$ cat config.mk
export PLATFORM = sky130hd
export DESIGN_NAME = seg_page_xlate
export DESIGN_NICKNAME = d
export VERILOG_FILES = /design/src/rtl/spx_pkg.sv /design/src/rtl/spx_seg_file.sv /design/src/rtl/spx_bound_addr.sv /design/src/rtl/spx_ctrl.sv /design/src/rtl/seg_page_xlate.sv
export SDC_FILE = /design/constraint.sdc
export NUM_CORES = 1
export LEC_CHECK = 0
export ABC_AREA = 1
export BUFFER_PORTS_ARGS = -buffer_cell sky130_fd_sc_hd__buf_4
export CAP_MARGIN = 10
export CORE_MARGIN = 4
export CORE_UTILIZATION = 45
export DETAILED_ROUTE_END_ITERATION = 6
export GPL_TIMING_DRIVEN = 0
export PLACE_DENSITY = 0.7
export SLEW_MARGIN = 20
export SYNTH_ARGS = -nofsm -noshare
export SYNTH_HDL_FRONTEND = slang
export SYNTH_SLANG_ARGS = --single-unit
$ cat constraint.sdc
create_clock -name clk_i -period 3.9 [get_ports clk_i]
set_input_delay 0.78 -clock clk_i [delete_from_list [all_inputs] [get_ports clk_i]]
set_output_delay 0.78 -clock clk_i [all_outputs]
set_load 0.01 [all_outputs]
$ cat src/rtl/spx_pkg.sv
package spx_pkg;
  localparam int unsigned SEG_W_DEF = 3;
  localparam int unsigned VPN_W_DEF = 17;
  localparam int unsigned OFF_W_DEF = 12;
  localparam int unsigned PPN_W_DEF = 18;
  localparam int unsigned PA_W_DEF  = 30;
  localparam int unsigned PTE_W_DEF = 32;

  typedef enum logic [1:0] {
    ST_IDLE,
    ST_CHECK,
    ST_FETCH,
    ST_RESP
  } spx_state_e;
endpackage

$ cat src/rtl/spx_seg_file.sv
module spx_seg_file #(
  parameter int unsigned SEG_W = 3,
  parameter int unsigned PA_W  = 30,
  parameter int unsigned BND_W = 18
) (
  input  logic             clk_i,
  input  logic             rst_ni,
  input  logic             wr_en_i,
  input  logic [SEG_W-1:0] wr_idx_i,
  input  logic [PA_W-1:0]  wr_base_i,
  input  logic [BND_W-1:0] wr_bound_i,
  input  logic [SEG_W-1:0] rd_idx_i,
  output logic [PA_W-1:0]  rd_base_o,
  output logic [BND_W-1:0] rd_bound_o
);
  localparam int unsigned NSEG = 1 << SEG_W;

  logic [PA_W-1:0]  base_q  [NSEG];
  logic [BND_W-1:0] bound_q [NSEG];

  for (genvar g = 0; g < NSEG; g++) begin : g_entry
    // reset count of zero: every lookup faults until programmed
    always_ff @(posedge clk_i or negedge rst_ni) begin
      if (!rst_ni) begin
        base_q[g]  <= '0;
        bound_q[g] <= '0;
      end else if (wr_en_i && (wr_idx_i == SEG_W'(g))) begin
        base_q[g]  <= wr_base_i;
        bound_q[g] <= wr_bound_i;
      end
    end
  end

  assign rd_base_o  = base_q[rd_idx_i];
  assign rd_bound_o = bound_q[rd_idx_i];
endmodule

$ cat src/rtl/spx_bound_addr.sv
module spx_bound_addr #(
  parameter int unsigned VPN_W  = 17,
  parameter int unsigned PA_W   = 30,
  parameter int unsigned BND_W  = 18,
  parameter int unsigned PTE_W  = 32
) (
  input  logic [VPN_W-1:0] vpn_i,
  input  logic [PA_W-1:0]  base_i,
  input  logic [BND_W-1:0] bound_i,
  output logic             err_o,
  output logic [PA_W-1:0]  pte_addr_o
);
  localparam int unsigned PTE_SHIFT = $clog2(PTE_W / 8);

  logic [PA_W-1:0] scaled;

  assign err_o      = BND_W'(vpn_i) >= bound_i;
  assign scaled     = PA_W'(vpn_i) << PTE_SHIFT;
  assign pte_addr_o = base_i + scaled;
endmodule

$ cat src/rtl/spx_ctrl.sv
module spx_ctrl
  import spx_pkg::*;
#(
  parameter int unsigned SEG_W = 3,
  parameter int unsigned VPN_W = 17,
  parameter int unsigned OFF_W = 12,
  parameter int unsigned PPN_W = 18,
  parameter int unsigned PA_W  = 30,
  parameter int unsigned VA_W  = SEG_W + VPN_W + OFF_W
) (
  input  logic             clk_i,
  input  logic             rst_ni,
  input  logic             req_valid_i,
  output logic             req_ready_o,
  input  logic [VA_W-1:0]  req_vaddr_i,
  output logic [SEG_W-1:0] seg_idx_o,
  output logic [VPN_W-1:0] vpn_o,
  input  logic             chk_err_i,
  input  logic [PA_W-1:0]  chk_addr_i,
  output logic             mem_req_o,
  output logic [PA_W-1:0]  mem_addr_o,
  input  logic             mem_ack_i,
  input  logic [PPN_W-1:0] mem_ppn_i,
  output logic             rsp_valid_o,
  input  logic             rsp_ready_i,
  output logic [PA_W-1:0]  rsp_paddr_o,
  output logic             rsp_err_o
);
  spx_state_e       state_q;
  logic [SEG_W-1:0] seg_q;
  logic [VPN_W-1:0] vpn_q;
  logic [OFF_W-1:0] off_q;
  logic [PA_W-1:0]  addr_q;
  logic [PPN_W-1:0] ppn_q;
  logic             err_q;

  always_ff @(posedge clk_i or negedge rst_ni) begin
    if (!rst_ni) begin
      state_q <= ST_IDLE;
      seg_q   <= '0;
      vpn_q   <= '0;
      off_q   <= '0;
      addr_q  <= '0;
      ppn_q   <= '0;
      err_q   <= 1'b0;
    end else begin
      unique case (state_q)
        ST_IDLE: if (req_valid_i) begin
          seg_q   <= req_vaddr_i[VA_W-1 -: SEG_W];
          vpn_q   <= req_vaddr_i[OFF_W +: VPN_W];
          off_q   <= req_vaddr_i[OFF_W-1:0];
          state_q <= ST_CHECK;
        end
        ST_CHECK: begin
          // segment lookup done this cycle; fault skips the memory read
          err_q   <= chk_err_i;
          addr_q  <= chk_addr_i;
          state_q <= chk_err_i ? ST_RESP : ST_FETCH;
        end
        ST_FETCH: if (mem_ack_i) begin
          ppn_q   <= mem_ppn_i;
          state_q <= ST_RESP;
        end
        ST_RESP: if (rsp_ready_i) state_q <= ST_IDLE;
        default: state_q <= ST_IDLE;
      endcase
    end
  end

  assign req_ready_o = state_q == ST_IDLE;
  assign seg_idx_o   = seg_q;
  assign vpn_o       = vpn_q;
  assign mem_req_o   = state_q == ST_FETCH;
  assign mem_addr_o  = addr_q;
  assign rsp_valid_o = state_q == ST_RESP;
  assign rsp_err_o   = err_q;
  assign rsp_paddr_o = err_q ? '0 : {ppn_q, off_q};
endmodule

$ cat src/rtl/seg_page_xlate.sv
module seg_page_xlate
  import spx_pkg::*;
#(
  parameter int unsigned SEG_W = SEG_W_DEF,
  parameter int unsigned VPN_W = VPN_W_DEF,
  parameter int unsigned OFF_W = OFF_W_DEF,
  parameter int unsigned PPN_W = PPN_W_DEF,
  parameter int unsigned PTE_W = PTE_W_DEF,
  localparam int unsigned VA_W  = SEG_W + VPN_W + OFF_W,
  localparam int unsigned PA_W  = PPN_W + OFF_W,
  localparam int unsigned BND_W = VPN_W + 1
) (
  input  logic             clk_i,
  input  logic             rst_ni,
  input  logic             seg_wr_en_i,
  input  logic [SEG_W-1:0] seg_wr_idx_i,
  input  logic [PA_W-1:0]  seg_wr_base_i,
  input  logic [BND_W-1:0] seg_wr_bound_i,
  input  logic             req_valid_i,
  output logic             req_ready_o,
  input  logic [VA_W-1:0]  req_vaddr_i,
  output logic             mem_req_o,
  output logic [PA_W-1:0]  mem_addr_o,
  input  logic             mem_ack_i,
  input  logic [PTE_W-1:0] mem_rdata_i,
  output logic             rsp_valid_o,
  input  logic             rsp_ready_i,
  output logic [PA_W-1:0]  rsp_paddr_o,
  output logic             rsp_err_o
);
  logic [SEG_W-1:0] seg_idx;
  logic [VPN_W-1:0] vpn;
  logic [PA_W-1:0]  seg_base;
  logic [BND_W-1:0] seg_bound;
  logic             chk_err;
  logic [PA_W-1:0]  chk_addr;
  logic             unused_pte_hi;

  // entry bits above the frame number are don't-care
  assign unused_pte_hi = ^mem_rdata_i[PTE_W-1:PPN_W];

  spx_seg_file #(.SEG_W(SEG_W), .PA_W(PA_W), .BND_W(BND_W)) u_seg (
    .clk_i      (clk_i),
    .rst_ni     (rst_ni),
    .wr_en_i    (seg_wr_en_i),
    .wr_idx_i   (seg_wr_idx_i),
    .wr_base_i  (seg_wr_base_i),
    .wr_bound_i (seg_wr_bound_i),
    .rd_idx_i   (seg_idx),
    .rd_base_o  (seg_base),
    .rd_bound_o (seg_bound)
  );

  spx_bound_addr #(.VPN_W(VPN_W), .PA_W(PA_W), .BND_W(BND_W), .PTE_W(PTE_W)) u_chk (
    .vpn_i      (vpn),
    .base_i     (seg_base),
    .bound_i    (seg_bound),
    .err_o      (chk_err),
    .pte_addr_o (chk_addr)
  );

  spx_ctrl #(
    .SEG_W(SEG_W), .VPN_W(VPN_W), .OFF_W(OFF_W), .PPN_W(PPN_W), .PA_W(PA_W)
  ) u_ctrl (
    .clk_i       (clk_i),
    .rst_ni      (rst_ni),
    .req_valid_i (req_valid_i),
    .req_ready_o (req_ready_o),
    .req_vaddr_i (req_vaddr_i),
    .seg_idx_o   (seg_idx),
    .vpn_o       (vpn),
    .chk_err_i   (chk_err),
    .chk_addr_i  (chk_addr),
    .mem_req_o   (mem_req_o),
    .mem_addr_o  (mem_addr_o),
    .mem_ack_i   (mem_ack_i),
    .mem_ppn_i   (mem_rdata_i[PPN_W-1:0]),
    .rsp_valid_o (rsp_valid_o),
    .rsp_ready_i (rsp_ready_i),
    .rsp_paddr_o (rsp_paddr_o),
    .rsp_err_o   (rsp_err_o)
  );
endmodule

* Word level (Yosys, flattened, before mapping) *
Index checks and enable logic that the tools add are counted.

storage, ports and cells
  flip-flop bits (word level) = 467
  bits in latches = 0
  memory bits (writable) = 0
  memory bits (read-only) = 0
  input port bits = 121
  output and inout bits = 64
  word-level logic and storage cells = 65
  memories = 0

cells by class
  $add $sub $neg = 1
  multiply operators = 0
  divide/modulo/power cells = 0
  magnitude comparators = 2
  eq/ne operators = 13
  shift-type cells = 0
  multiplexer cells = 12
  bitwise logic cells = 1
  reduce and logical (&&, ||, !) cells = 13

operators by type and width
  cell                number
  $bmux 30 s3         1
  $mux 30             3
  $bmux 18 s3         1
  $mux 18             2
  $add 30x19->30      1
  $ge 17x18->1        1
  $eq 3x3->1 const B  4
  $logic_and 1x1->1   8
  $pmux 2 s4          1
  $eq 3x2->1 const B  2
  $mux 2              3
  $eq 2x2->1 const B  2
  $ge 4x4->1 const B  1
  $ne 2x1->1 const B  2
  $not 3->4           1
  $reduce_and 2->1    2
  $eq 3x1->1 const B  1
  $logic_not 3->1     1
  $reduce_and 3->1    1
  $eq 2x1->1 const B  1
  $logic_not 2->1     1
  $ne 2x2->1 const B  1
  $mux 1              1

* Longest topological paths before layout *
  depth in word-level cells = 7
  mapped depth = 25
  depth with buffers taken out = 21

* Modules after synthesis *
From an unflattened synthesis, not the netlist that was laid out.

second synthesis, totals
  cell total of the unflattened synthesis = 3354
  area, all modules = 24601.1 um^2

modules (own cells, without submodules)
  module          instances  cells an instance  area an instance (um^2)  sequential area each (um^2)
  spx_seg_file    1          2573               18825.6                  9609.2
  spx_ctrl        1          340                3450.8                   2077.0
  spx_bound_addr  1          441                2324.7                   0.0

* Least setup slack after synthesis *
OpenSTA, ideal clock, no wires.

  kind = register to register
  from = reg u_ctrl.seg_q[0] (netlist: u_ctrl.seg_idx_o[0])
  to = reg u_ctrl.addr_q[28] (netlist: u_ctrl.mem_addr_o[28])
  arrival = 2.921 ns
  required time = 3.783 ns
  setup slack = 0.861 ns
  cell stages (with the launch flop) = 23
  buffers on the path = 4
  period minus slack after synthesis = 3.039 ns
  path through = dfrtp_1 inv_2 buf_4 buf_4 buf_4 buf_2 nor2_1 o22ai_1 nor2_1 a31oi_1 ha_1 fa_1 nand3_1 nand2_1 inv_1 o21bai_1 inv_1 o21ai_0 nand2_1 nand2_1 nand3_1 nand3_1 nand2_1

between the ends
  longest elaborated chain between the ends = 5

RTL lines
  element                                     line                  source
  start: declaration                          spx_ctrl.sv:30        logic [SEG_W-1:0] seg_q;
  start signal: assignment                    spx_ctrl.sv:49        seg_q <= req_vaddr_i[VA_W-1 -: SEG_W];
  $not 3->4 (implied by the code)             spx_seg_file.sv:34    assign rd_base_o = base_q[rd_idx_i];
  $bmux 30 s3                                 spx_seg_file.sv:34
  $mux 30 (implied by the code) (2 in a row)  spx_seg_file.sv:34
  $add 30x19->30                              spx_bound_addr.sv:19  assign pte_addr_o = base_i + scaled;
  end signal: assignment                      spx_ctrl.sv:57        addr_q <= chk_addr_i;
  end: declaration                            spx_ctrl.sv:33        logic [PA_W-1:0] addr_q;

Every way passes these cells. The select of a mux whose other input is x is not followed.
A chain may end at the register's enable or synchronous reset.

* Worst setup path after layout *
  from = reg u_ctrl.seg_q[1] (netlist: u_ctrl.seg_idx_o[1])
  to = reg u_ctrl.state_q[0]

between the ends
  longest elaborated chain between the ends = 7

RTL lines
  element                                     line                  source
  $not 3->4 (implied by the code)             spx_seg_file.sv:35    assign rd_bound_o = bound_q[rd_idx_i];
  $bmux 18 s3                                 spx_seg_file.sv:35
  $mux 18 (implied by the code) (2 in a row)  spx_seg_file.sv:35
  $ge 17x18->1                                spx_bound_addr.sv:17  assign err_o = BND_W'(vpn_i) >= bound_i;
  $mux 1                                      spx_ctrl.sv:58        state_q <= chk_err_i ? ST_RESP : ST_FETCH;
  $pmux 2 s4                                  spx_ctrl.sv:47        unique case (state_q)
  end signal: assignment                      spx_ctrl.sv:58
  end: declaration                            spx_ctrl.sv:29        spx_state_e state_q;

Every way passes these cells. The select of a mux whose other input is x is not followed.

==> impl_results.md <==
* Combinational group share of total power at 46.1%
* Initial Util at 45.44%
* GR Overflow Total at 0
* Post-DP HPWL at roughly 53 mm
* Setup CP Type: reg2reg
* Worst Tran Pin Value at about 1000 ps
* Largest net degree at the start of global routing at 103
* CTS tree: done
* Worst reg2reg path startpoint: u_ctrl.seg_idx_o[1]
* Final instance area at 0.02575 sq mm
* Worst Path Required at approximately 4400 ps
* Asr flop ratio synth at 100.0%
* MaxCap Viol Count at 0
* Die Ht at ~230 microns
* Mapped Area at roughly 0.022 sq mm
* Clk slew on worst S/H paths at about 60 ps
* N_diodes at 0
* 1st-iter DRT viols at ~2300
* Tightest Hold Check Type: in2async
* Final Util at between 50% and 60%
* Hold slack at around 43 ps
* Synth Register Bits at 467
* Finished Layout Cells at approximately 3500
* Clk sink count at about 470
* Leakage power at between 10 and 15 nW
* Vias in the first global route at 19430
* Part of the power in the clock network at between 20% and 30%
* Post-route minimum period at 3842 ps
* Switch Pwr at a little over 9 mW
* Avg Synthesized Cell Area at approximately 8.3 sq um
* Max Clk Rate at approximately 0.26 GHz
* Routed length per instance at 21.17 microns
* Routed WL at around 74 mm
* Total CTS buffers at 52
* Worst Setup Start Kind: register
* Core Area at 0.04775 sq mm
* RSZ-0062 raised after global routing: false
* M1 GR Usage at between 30% and 40%
* Setup tns final at 0 ps
* IO Count at 185
* Slew Limit Fails at 0
* Root buf cell: clkbuf_16
* Sw frac at between 40 and 50%
* Worst EP arrival at approximately 4300 ps
* GPL Wtd Cong at about 0.9
* Detail Route Antenna Nets at 0
* P_int at 12.45 mW
* Crit share post-route at a little over nine tenths
* Unique masters post-synth at 40
* Area growth, synth to finish at 18.67%
* Met2 usage at a little over two fifths
* Post-synth top flop: dfrtp_1
* Worst-case vdd ir drop at 0.3853 mV
* Slew margin rel. at a little over 30%
* CTS H-tree depth at 2
* Total GRT Usage at 28.24%
* CP Launch Point: u_ctrl.seg_idx_o[1]
* EDFF count, synth at 0
* Overall die area at between 0.05 and 0.06 sq mm
* Critical path peak fanout at 10
* Total number of vias at between 20000 and 25000
* Reg power frac at between 30% and 40%
* Layout cells sized above 1 at between 10% and 20%
* Most used routing layer: met2
* Pwr per Cell Area at between 800 and 900 mW/mm^2
* CTS max path bufs at 3
* DR DRC count at 0
* Final hold vios at 0
* Cell Area, Placed at roughly 0.024 sq mm
* Met3 usage at under 10%
* Vias/cell at just under 6
* Clk_lat worst skew at a little under 600 ps
* Syn Inst Count at roughly 2600
* 1st-pass router iterations at 6
* # rows at 80
* Initial antenna violation count at 0
* Critical Path Sink Type: register
* Nets at around 3000
* Clk_skew at around 9.0 ps
* Sequential area share after synthesis at a little over half
* Outcome: finished, final reports clean
* Die X at roughly 230 microns
* Final setup viols at 0
* IO Port Bufs at 170
* Yosys warns at 0
* Syn Nets at 2769
* First-pass GRT wire length at approximately 110 mm
* Dpl cells at about 3400
[state kept, by name (all words and copies together) (netlist names)]
register / cells
u_seg.base_q: 240
u_ctrl.state_q: 2
u_ctrl.seg_idx_o: 3
u_ctrl.mem_addr_o: 30
u_ctrl.vpn_o: 17
u_ctrl.ppn_q: 18
u_ctrl.rsp_err_o: 1
u_ctrl.off_q: 12
u_seg.bound_q: 144
[worst max-delay path: stages, from the launching register on]
cell	delay (ps)
dfrtp_1	430
clkinvlp_4	200
clkbuf_4	260
clkbuf_4	230
clkbuf_4	230
o21ai_0	120
o22ai_1	130
o21ai_0	620
ha_1	380
a21oi_1	140
nor2_1	50
a211oi_1	240
nand2_1	100
nand2_1	60
nand2_1	50
nand2_1	50
nand2_1	40
nand2_1	180
nand2_1	80
nand2_1	60
nand2_1	50
[logic make-up (layout without fill, tap and decap cells)]
| kind of cell | Yosys count | after routing | share of synthesized area [%] |
|---|---|---|---|
| buf+inv | 336 | 600 | 6.223 |
| compound gates | 798 | 798 | 19.64 |
| flops | 467 | 467 | 53.86 |
| fa+ha+maj | 39 | 39 | 2.284 |
| mux | 16 | 16 | 0.8304 |
| xor+xnor | 12 | 12 | 0.4844 |
| simple gates | 941 | 941 | 16.67 |
[synth_stat cells, types with 2 or more instances]
cell type  instances  area share (%)
xor2_1             4            0.16
ha_1              38             2.2
o221ai_1          18            0.73
o211ai_1          26            0.90
buf_4             10            0.35
nor2_1           319             5.5
nand2_1          574             9.9
inv_1            161             2.8
buf_1             18            0.31
o22ai_1           42             1.2
o21bai_1           3            0.10
xnor2_1            8            0.32
nor3_1             4           0.092
a22oi_1            2           0.069
or2_2              2           0.058
buf_6              3            0.16
nand4_1            5            0.14
mux2_2            16            0.83
o21ai_1           21            0.48
clkbuf_1         118             2.0
o21ai_2            6            0.24
a21oi_1           87             2.0
a31oi_1           25            0.72
a21o_1             2           0.069
nand3_1           31            0.72
dfrtp_1          467              54
inv_2              2           0.035
buf_2             23            0.53
o21ai_0          563              13
[through the flow]
step | power, mW | worst slack (ps)
2_1_floorplan | 12.69 | 861.2
3_3_place_gp | 16.08 | -2687
3_5_place_dp | 16.29 | -746.1
4_1_cts | 21.23 | 8.423
5_1_grt | 22.94 | 1.927
6_report | 21.56 | 57.55
[per-layer routing]
metal / part of all wire (%) / wire length [microns] / vias up
li1: - / - / 9090
met1: 41 / 30370 / 9820
met2: 45 / 32870 / 1087
met3: 9.5 / 7050 / 224
met4: 4.8 / 3536 / 0
met5: 0 / 0 / -
[power groups by stage]
stage               Clock [mW]  Combinational (mW)  Sequential (mW)
finish                    4.85                9.94             6.77
global route              5.09                11.0             6.88
global placement             0                9.32             6.76
detailed placement           0                9.48             6.81
floorplan                    0                6.06             6.63
CTS                       4.88                9.62             6.74
[timing repair]
| item | in CTS | in global routing |
|---|---|---|
| hold buffers | 0 | 0 |
| setup buffers | 0 | 2 |
| gates resized for setup | 30 | 66 |
| pin swaps | 0 | 2 |
| setup endpoints to repair | 21 | 20 |
[area by class of cell]
class / instances / area (sq um)
inverter: 164 / 619.3
fill: 4365 / 22000
tap: 615 / 769.5
buffer: 171 / 824.5
clock buffer: 81 / 1511
timing repair buffer: 177 / 1436
clock inverter: 7 / 135.1
sequential: 467 / 11690
multi-input combinational: 1806 / 8762
[final timing paths]
| path | cells past startpoint | to | slack (ps) |
|---|---|---|---|
| setup / recovery | 20 | u_ctrl.state_q[0] | 60 |
| max in group asynchronous | 5 | u_seg.bound_q[47] | 1880 |
| setup reg to reg | 20 | u_ctrl.state_q[0] | 60 |
| hold / removal | 1 | u_seg.base_q[13] | 40 |
| min in group clk_i | 3 | u_seg.base_q[3] | 410 |
| hold reg to reg | 2 | u_seg.base_q[158] | 480 |
[placed cells by master (no fill, tap or decap), drive strengths merged, types with 2 or more instances in the layout]
cell    count
bufinv      4
nand4       5
xnor2       8
clkbuf    204
clkinv      3
nor2      321
ha         38
nand3      31
dfrtp     467
or2         2
a31oi      25
o211ai     26
o22ai      42
o21ai     590
o221ai     18
buf       225
a21o        2
o21bai      3
inv       163
xor2        4
mux2       16
nand2     575
a21oi      87
a22oi       2
nor3        5
Power figures use the tool's default switching activity.
